--- src/rtl/bar_regfile_pkg.sv ---
`timescale 1ns/1ps
package bar_regfile_pkg;

  typedef enum logic [1:0] {
    KIND_NONE  = 2'd0,
    KIND_IO    = 2'd1,
    KIND_MEM32 = 2'd2,
    KIND_MEM64 = 2'd3
  } barKind_e;

  // strobes from control to datapath
  typedef struct packed {
    logic store;
    logic commit;
  } barStrobe_t;

  localparam int NUM_BARS = 6;
  localparam int ROM_SLOT = 6;
  localparam int NUM_SLOTS = 8;
  localparam int SLOT_W = $clog2(NUM_SLOTS);

  function automatic logic [31:0] lowOnes(input int szLog);
    if (szLog >= 32) return 32'hFFFF_FFFF;
    return (32'd1 << szLog) - 32'd1;
  endfunction

endpackage

--- src/rtl/bar_datapath.sv ---
`timescale 1ns/1ps
module bar_datapath
  import bar_regfile_pkg::*;
#(
  parameter logic [2*NUM_BARS-1:0] SLOT_KIND  = '0,
  parameter logic [6*NUM_BARS-1:0] SLOT_SZLOG = '0,
  parameter int                    ROM_SZLOG  = 16
) (
  input  logic              clk,
  input  logic              rstN,
  input  logic [SLOT_W-1:0] wrSlot,
  input  logic [31:0]       wrData,
  input  logic [SLOT_W-1:0] rdSlot,
  input  barStrobe_t        strobe,
  output logic [31:0]       rdData,
  output logic [63:0]       candAddr,
  output logic              candProbe,
  output logic [63:0]       candOld,
  output logic [63:0]       candSize,
  output logic              candEvCap,
  output logic [SLOT_W-1:0] candBar
);

  logic [31:0]       storedArr [NUM_SLOTS];
  logic [31:0]       maskArr   [NUM_SLOTS];
  logic [31:0]       readArr   [NUM_SLOTS];
  logic [63:0]       commitArr [NUM_SLOTS];
  logic [63:0]       sizeArr   [NUM_SLOTS];
  logic [31:0]       candLoA   [NUM_SLOTS];
  logic [31:0]       candHiA   [NUM_SLOTS];
  logic              probeA    [NUM_SLOTS];
  logic              evA       [NUM_SLOTS];
  logic [SLOT_W-1:0] barA      [NUM_SLOTS];
  logic [63:0]       oldA      [NUM_SLOTS];
  logic [63:0]       szA       [NUM_SLOTS];

  for (genvar g = 0; g < NUM_SLOTS - 1; g++) begin : gSlot
    localparam int IDX  = (g < NUM_BARS) ? g : 0;
    localparam int PREV = (g > 0) ? g - 1 : 0;
    localparam barKind_e KIND = (g < NUM_BARS) ? barKind_e'(SLOT_KIND[2*IDX +: 2]) : KIND_NONE;
    localparam barKind_e PREV_KIND = (g > 0 && g < NUM_BARS) ?
                                     barKind_e'(SLOT_KIND[2*PREV +: 2]) : KIND_NONE;
    localparam bit IS_HIGH = (PREV_KIND == KIND_MEM64);
    localparam bit IS_ROM  = (g == ROM_SLOT) && (ROM_SZLOG > 0);
    localparam bit IS_BASE = !IS_HIGH && (KIND != KIND_NONE);
    localparam int SZLOG   = (g < NUM_BARS) ? int'(SLOT_SZLOG[6*IDX +: 6]) : ROM_SZLOG;
    localparam logic [31:0] ADDR_MASK =
      IS_HIGH ? 32'hFFFF_FFFF :
      IS_ROM  ? (~lowOnes(SZLOG) & 32'hFFFF_F800) :
      IS_BASE ? ~lowOnes(SZLOG) : 32'd0;
    localparam logic [31:0] WR_MASK = ADDR_MASK | (IS_ROM ? 32'd1 : 32'd0);
    localparam logic [31:0] FIXED =
      (IS_BASE && KIND == KIND_IO)    ? 32'd1 :
      (IS_BASE && KIND == KIND_MEM64) ? 32'd4 : 32'd0;
    localparam bit EV_CAP = IS_ROM || (IS_BASE && KIND != KIND_MEM64);
    localparam logic [63:0] SIZE = 64'd1 << SZLOG;

    logic [31:0] storedQ;
    logic [63:0] commitQ;

    always_ff @(posedge clk) begin
      if (!rstN) begin
        storedQ <= '0;
      end else if (strobe.store && wrSlot == SLOT_W'(g)) begin
        storedQ <= wrData & WR_MASK;
      end
    end

    always_ff @(posedge clk) begin
      if (!rstN) begin
        commitQ <= '0;
      end else if (strobe.commit && candBar == SLOT_W'(g)) begin
        commitQ <= candAddr;
      end
    end

    assign storedArr[g] = storedQ;
    assign maskArr[g]   = ADDR_MASK;
    assign readArr[g]   = storedQ | FIXED;
    assign commitArr[g] = commitQ;
    assign sizeArr[g]   = SIZE;

    if (IS_HIGH) begin : gHigh
      // the low dword was stored earlier; judge the combined value
      assign candLoA[g] = storedArr[PREV];
      assign candHiA[g] = wrData;
      assign probeA[g]  = (storedArr[PREV] == maskArr[PREV]) && (wrData == 32'hFFFF_FFFF);
      assign evA[g]     = 1'b1;
      assign barA[g]    = SLOT_W'(PREV);
      assign oldA[g]    = commitArr[PREV];
      assign szA[g]     = sizeArr[PREV];
    end else begin : gLow
      assign candLoA[g] = wrData & ADDR_MASK;
      assign candHiA[g] = 32'd0;
      assign probeA[g]  = ((wrData & ADDR_MASK) == ADDR_MASK);
      assign evA[g]     = EV_CAP;
      assign barA[g]    = SLOT_W'(g);
      assign oldA[g]    = commitQ;
      assign szA[g]     = SIZE;
    end


    stable_slot_chk: assert property (@(posedge clk) disable iff (!rstN)
      !(strobe.store && wrSlot == SLOT_W'(g)) |=> $stable(readArr[g]));
  end

  // slot 7 is never implemented
  assign storedArr[NUM_SLOTS-1] = '0;
  assign maskArr[NUM_SLOTS-1]   = '0;
  assign readArr[NUM_SLOTS-1]   = '0;
  assign commitArr[NUM_SLOTS-1] = '0;
  assign sizeArr[NUM_SLOTS-1]   = '0;
  assign candLoA[NUM_SLOTS-1]   = '0;
  assign candHiA[NUM_SLOTS-1]   = '0;
  assign probeA[NUM_SLOTS-1]    = 1'b1;
  assign evA[NUM_SLOTS-1]       = 1'b0;
  assign barA[NUM_SLOTS-1]      = SLOT_W'(NUM_SLOTS-1);
  assign oldA[NUM_SLOTS-1]      = '0;
  assign szA[NUM_SLOTS-1]       = '0;

  assign rdData    = readArr[rdSlot];
  assign candAddr  = {candHiA[wrSlot], candLoA[wrSlot]};
  assign candProbe = probeA[wrSlot];
  assign candOld   = oldA[wrSlot];
  assign candSize  = szA[wrSlot];
  assign candEvCap = evA[wrSlot];
  assign candBar   = barA[wrSlot];


  commit_take_chk: assert property (@(posedge clk) disable iff (!rstN)
    strobe.commit |=> (commitArr[$past(candBar)] == $past(candAddr)));

endmodule

--- src/rtl/bar_ctrl.sv ---
`timescale 1ns/1ps
module bar_ctrl
  import bar_regfile_pkg::*;
(
  input  logic              clk,
  input  logic              rstN,
  input  logic              wrEn,
  input  logic [63:0]       candAddr,
  input  logic              candProbe,
  input  logic [63:0]       candOld,
  input  logic [63:0]       candSize,
  input  logic              candEvCap,
  input  logic [SLOT_W-1:0] candBar,
  output barStrobe_t        strobe,
  output logic              relocValid,
  output logic [SLOT_W-1:0] relocBar,
  output logic [63:0]       relocOld,
  output logic [63:0]       relocNew,
  output logic [63:0]       relocEnd
);

  logic moveNow;

  always_comb begin
    moveNow       = wrEn && candEvCap && !candProbe && (candAddr != candOld);
    strobe.store  = wrEn;
    strobe.commit = moveNow;
  end

  always_ff @(posedge clk) begin
    if (!rstN) begin
      relocValid <= 1'b0;
      relocBar   <= '0;
      relocOld   <= '0;
      relocNew   <= '0;
      relocEnd   <= '0;
    end else begin
      relocValid <= moveNow;
      if (moveNow) begin
        relocBar <= candBar;
        relocOld <= candOld;
        relocNew <= candAddr;
        relocEnd <= candAddr + candSize - 64'd1;
      end
    end
  end


  event_after_write_chk: assert property (@(posedge clk) disable iff (!rstN)
    relocValid |-> $past(wrEn));


  event_moves_chk: assert property (@(posedge clk) disable iff (!rstN)
    relocValid |-> (relocNew != relocOld));


  probe_quiet_chk: assert property (@(posedge clk) disable iff (!rstN)
    (wrEn && candProbe) |=> !relocValid);


  end_order_chk: assert property (@(posedge clk) disable iff (!rstN)
    relocValid |-> (relocEnd > relocNew));

endmodule

--- src/rtl/bar_regfile.sv ---
`timescale 1ns/1ps
module bar_regfile
  import bar_regfile_pkg::*;
#(
  // slot 5 in the top bits; 0 none, 1 I/O, 2 mem32, 3 mem64
  parameter logic [11:0] SLOT_KIND  = {2'd2, 2'd0, 2'd0, 2'd3, 2'd1, 2'd2},
  parameter logic [35:0] SLOT_SZLOG = {6'd16, 6'd0, 6'd0, 6'd20, 6'd8, 6'd12},
  parameter int          ROM_SZLOG  = 16
) (
  input  logic        clk,
  input  logic        rstN,
  input  logic        wrEn,
  input  logic [2:0]  wrSlot,
  input  logic [31:0] wrData,
  input  logic [2:0]  rdSlot,
  output logic [31:0] rdData,
  output logic        relocValid,
  output logic [2:0]  relocBar,
  output logic [63:0] relocOld,
  output logic [63:0] relocNew,
  output logic [63:0] relocEnd
);

  barStrobe_t        strobe;
  logic [63:0]       candAddr;
  logic              candProbe;
  logic [63:0]       candOld;
  logic [63:0]       candSize;
  logic              candEvCap;
  logic [SLOT_W-1:0] candBar;

  bar_datapath #(
    .SLOT_KIND (SLOT_KIND),
    .SLOT_SZLOG(SLOT_SZLOG),
    .ROM_SZLOG (ROM_SZLOG)
  ) datapath_i (
    .clk      (clk),
    .rstN     (rstN),
    .wrSlot   (wrSlot),
    .wrData   (wrData),
    .rdSlot   (rdSlot),
    .strobe   (strobe),
    .rdData   (rdData),
    .candAddr (candAddr),
    .candProbe(candProbe),
    .candOld  (candOld),
    .candSize (candSize),
    .candEvCap(candEvCap),
    .candBar  (candBar)
  );

  bar_ctrl ctrl_i (
    .clk       (clk),
    .rstN      (rstN),
    .wrEn      (wrEn),
    .candAddr  (candAddr),
    .candProbe (candProbe),
    .candOld   (candOld),
    .candSize  (candSize),
    .candEvCap (candEvCap),
    .candBar   (candBar),
    .strobe    (strobe),
    .relocValid(relocValid),
    .relocBar  (relocBar),
    .relocOld  (relocOld),
    .relocNew  (relocNew),
    .relocEnd  (relocEnd)
  );

endmodule

--- config.mk ---
export PLATFORM = sky130hd
export DESIGN_NAME = bar_regfile
export DESIGN_NICKNAME = d
export VERILOG_FILES = /design/src/rtl/bar_regfile_pkg.sv /design/src/rtl/bar_datapath.sv /design/src/rtl/bar_ctrl.sv /design/src/rtl/bar_regfile.sv
export SDC_FILE = /design/constraint.sdc
export NUM_CORES = 1
export LEC_CHECK = 0
export BUFFER_PORTS_ARGS = -buffer_cell sky130_fd_sc_hd__buf_2
export CORE_MARGIN = 10
export CORE_UTILIZATION = 54
export CTS_CLUSTER_DIAMETER = 30
export CTS_CLUSTER_SIZE = 14
export DETAILED_ROUTE_END_ITERATION = 10
export HOLD_SLACK_MARGIN = 0.02
export PLACE_DENSITY = 0.75
export REMOVE_ABC_BUFFERS = 1
export SYNTH_ARGS = -nofsm -noshare
export SYNTH_HDL_FRONTEND = slang
export SYNTH_SLANG_ARGS = --single-unit
--- constraint.sdc ---
create_clock -name clk -period 6.7 [get_ports clk]
set_input_delay 0.335 -clock clk [delete_from_list [all_inputs] [get_ports clk]]
set_output_delay 0.335 -clock clk [all_outputs]
set_load 0.02 [all_outputs]
==> results.json, run 1 <==
{
  "status": "complete, no violations",
  "cp.required_ns": 7.22,
  "final_common_cell": "dfxtp_1",
  "nets": 3668,
  "clock_sinks": 630,
  "die_area_um2": 64350,
  "drv_cap": 0,
  "clockBufferDepth": 3,
  "cts_tree": "done",
  "synth-seq-cells": 630,
  "antenna_left": 0,
  "synth-main-ff-cell": "dfxtp_1",
  "min_path_cells": 3,
  "hp-start": "wrData[23]",
  "cp-end-kind": "flop",
  "ys_types": 79,
  "start_kind": "input port",
  "stdcell_count": 4367,
  "max_freq_mhz": 193.0,
  "vdd_drop_max_uv": 230.8,
  "core_um2": 53920,
  "hold_slack_ns": 0.05838,
  "ys_seq_area_share_pct": 42.78,
  "drt-initial-drc-count": 2933,
  "drt-pass1-iter-count": 6,
  "rows": 85,
  "r2r-start": "datapath_i.gSlot[5].commitQ[56]$_SDFFE_PN0P_",
  "cellLeakagePower_nw": 14.82,
  "syn_to_final_growth_pct": 17.48,
  "path_clk_slew_ns": 0.05,
  "r2r_cells": 11,
  "route.detailed.drc": 0,
  "grt_use_total_pct": 29.18,
  "path_cells": "buf_6, buf_4, mux2_1, mux4_2, nand3_1, nand3_1, nor4_1, nand3_1, o31ai_4, buf_4, buf_4, mux2i_1, nor2_1",
  "ys_warn_count": 0,
  "slowest_stage": "nor4_1",
  "first_global_vias": 24860,
  "avgSynthCellArea_um2": 8.499,
  "synthCells": 3469,
  "antenna_found_initial": 8,
  "final_max_slew_viol_count": 0,
  "worstSkewPairLatency_ns": 0.67,
  "syn-cell-area_um2": 29480,
  "vias_per_cell": 6.046,
  "cp.arrival_ns": 5.70,
  "path_max_fanout": 68,
  "hold_viol_final": 0,
  "p_int_w": 0.008231,
  "grt_overflow": 0,
  "routedWlPerCell_um": 22.24,
  "vias": 26400,
  "clockRootBuffer": "clkbuf_16",
  "synth_edf_count": 0,
  "hpwlAfterDp_mm": 64.61,
  "die_y_um": 253.7,
  "max_slew_margin_pct": 27.10,
  "comb_power_share_pct": 11.8,
  "numCtsBuffers": 114,
  "period_share_pct": 77.34,
  "synthArstFlopShare_pct": 0,
  "final-setup-viol-count": 0,
  "fin_crit_ns": 5.182,
  "critPathKind": "input port to flop",
  "fin_worst_skew_ns": 0.02551,
  "dp_cells": 4132,
  "gp_congestion": 0.9946,
  "power.density_nw_per_um2": 326.6,
  "rsz0062_at_grt": "false",
  "start_util_pct": 54.68,
  "place.port_buffers": 252,
  "h-tree-depth": 3,
  "clockPowerShare_pct": 53.9,
  "grt_max_degree": 147,
  "netSwitchingPower_w": 0.003082,
  "slowest_delay_ns": 0.88,
  "crit_path_start": "wrSlot[0]",
  "drive_gt1_share_pct": 17.10,
  "drt-total-wl_mm": 97.12,
  "final_cell_mix": "630 x dfxtp_1, 477 x nand2_1, 311 x nand3_1, 259 x o21ai_0, 249 x buf_2",
  "worstMarginPinSlew_ns": 1.091,
  "pwr-share-seq_pct": 34.3,
  "hold_path_class": "input port to flop",
  "die_w_um": 253.7,
  "grt_pass1_wl_mm": 147.6,
  "power.share.switching_pct": 27.24,
  "pin_count": 269
}
[cell families after synthesis]
kind of cell / share of synthesized area (%)
DFF: 42.78
adders and majority gates: 2.674
AOI/OAI and AO/OA: 15.80
xor gates and xnor gates: 3.056
and+or+nand+nor: 21.34
buffers and inverters: 6.917
muxes: 7.427
other: 0.01272
[timing repair]
action | CTS | global route
endpoints found under the setup margin | 0 | 0
hold endpoints to repair | 17 | 0
buffers inserted | 0 | 0
hold buffers | 12 | 0
gates resized for setup | 0 | 0
[final cells by class]
cell class | count | area [µm²]
clock buffer | 132 | 3010
fill | 4500 | 19280
timing repair buffer | 302 | 1760
sequential | 630 | 12610
inverter | 93 | 354.1
clock inverter | 86 | 1106
multi-input combinational | 2423 | 14910
tap | 696 | 870.8
antenna | 5 | 12.51
[final timing paths]
kind | endpoint | slack (ns)
setup reg to reg | ctrl_i.relocOld[13]$_SDFFE_PN0P_ | 1.85
hold / removal | datapath_i.gSlot[6].storedQ[23]$_SDFFE_PN0P_ | 0.06
hold reg to reg | datapath_i.gSlot[6].commitQ[8]$_SDFFE_PN0P_ | 0.44
setup / recovery | ctrl_i.relocOld[13]$_SDFFE_PN0P_ | 1.52
[synth_stat cells, types with 11 or more instances]
cell | count | area share (%)
a21oi_1 | 239 | 4.1
buf_6 | 17 | 0.65
xor2_1 | 45 | 1.3
nor2b_1 | 49 | 1.0
buf_2 | 72 | 1.2
mux4_2 | 39 | 3.0
buf_4 | 36 | 0.92
o21a_1 | 17 | 0.43
a211oi_1 | 14 | 0.36
a21o_1 | 33 | 0.84
dfxtp_1 | 630 | 43
o22ai_1 | 18 | 0.38
o21ai_1 | 19 | 0.32
ha_1 | 63 | 2.7
o31ai_1 | 46 | 1.2
nand3_1 | 311 | 5.3
clkbuf_1 | 194 | 2.5
mux2_2 | 53 | 2.0
nor2_1 | 122 | 1.6
xnor2_1 | 56 | 1.7
o21ai_0 | 259 | 4.4
mux2i_1 | 68 | 2.3
nand4_1 | 35 | 0.74
o221ai_1 | 16 | 0.48
nand2_1 | 477 | 6.1
nor3_1 | 19 | 0.32
and3_1 | 167 | 3.5
inv_1 | 90 | 1.1
a22oi_1 | 37 | 0.94
nor4_1 | 11 | 0.23
and2_1 | 63 | 1.3
nand2b_1 | 11 | 0.23
[per-layer routing]
metal | GRT usage (%) | wire length (µm) | share of wire [%]
met1 | 38.77 | 40300 | 41
met2 | 44.49 | 43300 | 45
met3 | 6.231 | 9073 | 9.3
met4 | 14.01 | 4399 | 4.5
met5 | 0 | 54 | 0.056
[through the flow]
stage,setup slack [ns],instance area [µm²],util [%],power (W),setup TNS [ns]
final,1.518,34640,64.24,0.01131,0
after detailed placement,0.9689,30390,56.36,0.005238,0
after global placement,0.8762,30390,56.36,0.005242,0
after floorplan,-8.814,27850,-,0.004705,-3275.47
after CTS,1.653,34620,64.21,0.01132,0
after global routing,1.273,34630,64.23,0.01162,0
[flip-flops by register name, summed over array words and instances, names as in the netlist]
register                  count
datapath_i.gSlot.commitQ    336
ctrl_i.relocValid             1
datapath_i.gSlot.storedQ    121
ctrl_i.relocEnd              57
ctrl_i.relocNew              56
ctrl_i.relocBar               3
ctrl_i.relocOld              56
[power groups by stage]
| stage | registers, W | logic [W] | clock network (W) |
|---|---|---|---|
| after detailed placement | 0.00396 | 0.00128 | 0 |
| final | 0.00388 | 0.00133 | 0.00610 |
| after global routing | 0.00389 | 0.00141 | 0.00632 |
| after floorplan | 0.00402 | 0.000680 | 0 |
| after global placement | 0.00396 | 0.00129 | 0 |
| after CTS | 0.00388 | 0.00130 | 0.00614 |
[critical path: cells and delay by family]
kind                   cells  cell delay, ns
buffers and inverters      4            2.20
and+or+nand+nor            5            1.42
muxes                      3            1.20
AOI/OAI and AO/OA          1            0.47
(Power assumes the default switching activity.)
==> run 2: changes to the inputs <==
--- a/config.mk
+++ b/config.mk
@@ -12,7 +12,7 @@
 export CTS_CLUSTER_SIZE = 14
 export DETAILED_ROUTE_END_ITERATION = 10
 export HOLD_SLACK_MARGIN = 0.02
-export PLACE_DENSITY = 0.75
+export PLACE_DENSITY = 0.78
 export REMOVE_ABC_BUFFERS = 1
 export SYNTH_ARGS = -nofsm -noshare
 export SYNTH_HDL_FRONTEND = slang
==> constraint.sdc (replaced) <==
create_clock -name clk -period 4.28 [get_ports clk]
set_input_delay 0.214 -clock clk [delete_from_list [all_inputs] [get_ports clk]]
set_output_delay 0.214 -clock clk [all_outputs]
set_load 0.02 [all_outputs]
==> results.json, run 2 (synthesis gave the netlist of run 1 again) <==
{
  "largestRegisters": "datapath_i.gSlot.commitQ x336, datapath_i.gSlot.storedQ x121, ctrl_i.relocEnd x57",
  "largest_register_ffs": 336,
  "r2r_cells": 17,
  "grt_use_total_pct": 29.59,
  "h-tree-depth": 3,
  "nets": 3777,
  "clockRootBuffer": "clkbuf_16",
  "cp.required_ns": 4.81,
  "pin_count": 269,
  "numCtsBuffers": 111,
  "route.detailed.drc": 0,
  "regMostFlops": "datapath_i.gSlot.commitQ",
  "final_cell_mix": "630 x dfxtp_1, 477 x nand2_1, 311 x nand3_1, 259 x o21ai_0, 249 x buf_2",
  "hpwlAfterDp_mm": 67.89,
  "grt_max_degree": 159,
  "drive_gt1_share_pct": 19.15,
  "gp_congestion": 1.040,
  "slowest_delay_ns": 0.40,
  "drv_cap": 0,
  "finalWorstSetupSlack_ns": 0.3445,
  "clock_sinks": 630,
  "critPathKind": "flop to flop",
  "hold_path_class": "input port to flop",
  "die_y_um": 253.7,
  "period_share_pct": 91.95,
  "vias": 27050,
  "design_power_total_w": 0.01725,
  "cp_top_family": "compound AO/OA/AOI/OAI gates",
  "final-setup-viol-count": 0,
  "path_cells": "a22oi_1, o22ai_1, buf_4, inv_1, ha_1, inv_1, ha_1, a21oi_1, o21ai_0, a221oi_1, o21a_1, a211oi_1, o21ai_1, a21o_1, and4b_1, nor4_1, nor3_1",
  "status": "complete, no violations",
  "path_max_fanout": 6,
  "place_ws_ns": 0.2399,
  "path_buf_inv": 3,
  "r2r_setup_slack_ns": 0.34,
  "vias_per_cell": 6.049,
  "postCtsResizedCells": 0,
  "fin_crit_ns": 3.935,
  "drt-pass1-iter-count": 8,
  "r2r-end": "ctrl_i.relocEnd[63]$_SDFFE_PN0P_",
  "power.density_nw_per_um2": 485.8,
  "vdd_drop_max_uv": 367.1,
  "antenna_left": 0,
  "routedWlPerCell_um": 22.06,
  "grt_pass1_wl_mm": 149.8,
  "antenna_found_initial": 9,
  "slowest_stage": "dfxtp_1",
  "final_util_pct": 65.85,
  "grt_overflow": 0,
  "max_slew_margin_pct": 35.77,
  "syn_to_final_growth_pct": 20.43,
  "start_util_pct": 54.68,
  "max_freq_mhz": 254.1,
  "hold_end": "datapath_i.gSlot[0].storedQ[25]$_SDFFE_PN0P_",
  "min_path_cells": 4,
  "die_w_um": 253.7,
  "cellLeakagePower_nw": 15.32,
  "hp-start": "wrData[25]",
  "crit_path_start": "datapath_i.gSlot[2].storedQ[20]$_SDFFE_PN0P_",
  "final_max_slew_viol_count": 0,
  "die_area_um2": 64350,
  "final_common_cell": "dfxtp_1",
  "drt-initial-drc-count": 3239,
  "clockBufferDepth": 3,
  "cp.arrival_ns": 4.46,
  "worstSkewPairLatency_ns": 0.68,
  "first_global_vias": 25390,
  "place.port_buffers": 252,
  "rows": 85,
  "cp-end-kind": "flop",
  "worstMarginPinSlew_ns": 0.9634,
  "fin_worst_skew_ns": 0.03414,
  "start_kind": "flop",
  "hold_viol_final": 0,
  "cts_tree": "done",
  "drt-total-wl_mm": 98.64,
  "r2r-start": "datapath_i.gSlot[2].storedQ[20]$_SDFFE_PN0P_",
  "path_clk_slew_ns": 0.05,
  "rsz0062_at_grt": "false",
  "core_um2": 53920
}
-- run 2: cell count changes in the layout (fill, tap and decap cells not counted), moves of 4 or more --
cell / before / now
dlygate4sd3_1: 12 / 18
inv_8: 5 / 1
bufinv_16: 19 / 11
buf_12: 6 / 30
clkinvlp_4: 12 / 17
inv_6: 25 / 16
buf_4: 33 / 115
-- run 2: cell type report --
| class | count | area [µm²] |
|---|---|---|
| timing repair buffer | 414 | 2917 |
| clock inverter | 75 | 812.0 |
| clock buffer | 135 | 3022 |
| sequential | 630 | 12610 |
| tap | 696 | 870.8 |
| fill | 4271 | 18410 |
| inverter | 93 | 354.1 |
| antenna | 6 | 15.01 |
| multi-input combinational | 2423 | 14910 |
-- run 2: timing repair --
item                                   in CTS  in global routing
buffers inserted                            0                  0
hold buffers                               18                  0
endpoints found under the hold margin      47                  0
setup endpoints to repair                   0                  0
-- run 2: worst max path at each step --
stage | slack (ns) | end | cells after the start
2_1_floorplan | -11.11 | datapath_i.gSlot[6].commitQ[26]$_SDFFE_PN0P_ | 10
3_3_place_gp | 0.26 | datapath_i.gSlot[2].commitQ[37]$_SDFFE_PN0P_ | 16
3_5_place_dp | 0.24 | datapath_i.gSlot[2].commitQ[51]$_SDFFE_PN0P_ | 16
4_1_cts | 0.47 | ctrl_i.relocEnd[63]$_SDFFE_PN0P_ | 17
5_1_grt | 0.1 | ctrl_i.relocEnd[57]$_SDFFE_PN0P_ | 18
6_report | 0.34 | ctrl_i.relocEnd[63]$_SDFFE_PN0P_ | 17
-- run 2: tightest hold or removal path, delay by kind of cell --
kind / cells / cell delay (ns)
buffers and inverters: 2 / 0.32
and+or+nand+nor: 1 / 0.07
AOI/OAI and AO/OA: 1 / 0.05
-- run 2: stage by stage --
step | instances | hold WS (ns) | TNS, ns | area (µm²)
5_1_grt | 4470 | 0.04161 | 0 | 35500
3_3_place_gp | 4238 | 0.4282 | 0 | 31480
4_1_cts | 4466 | 0.02628 | 0 | 35490
2_1_floorplan | 3146 | 0.3413 | -4316.92 | 27850
6_report | 4472 | 0.04951 | 0 | 35510
3_5_place_dp | 4238 | 0.4323 | 0 | 31480
-- run 2: metal layers --
layer  vias up  global-route usage (%)  wire length (µm)  share of wire, %
met5         -                       0                37             0.038
met4         6                   15.26              4825               4.9
met2      1426                   44.96             43940                45
met1     12770                   38.17             39630                40
li1      12580                       -                 -                 -
met3       266                   7.743             10200                10
-- run 2: where the power goes --
part	total, W	switching [W]	internal, W
combinational	0.00225	0.00150	0.000751
clock	0.00892	0.00319	0.00573
sequential	0.00608	0.0000790	0.00600
total	0.0173	0.00477	0.0125
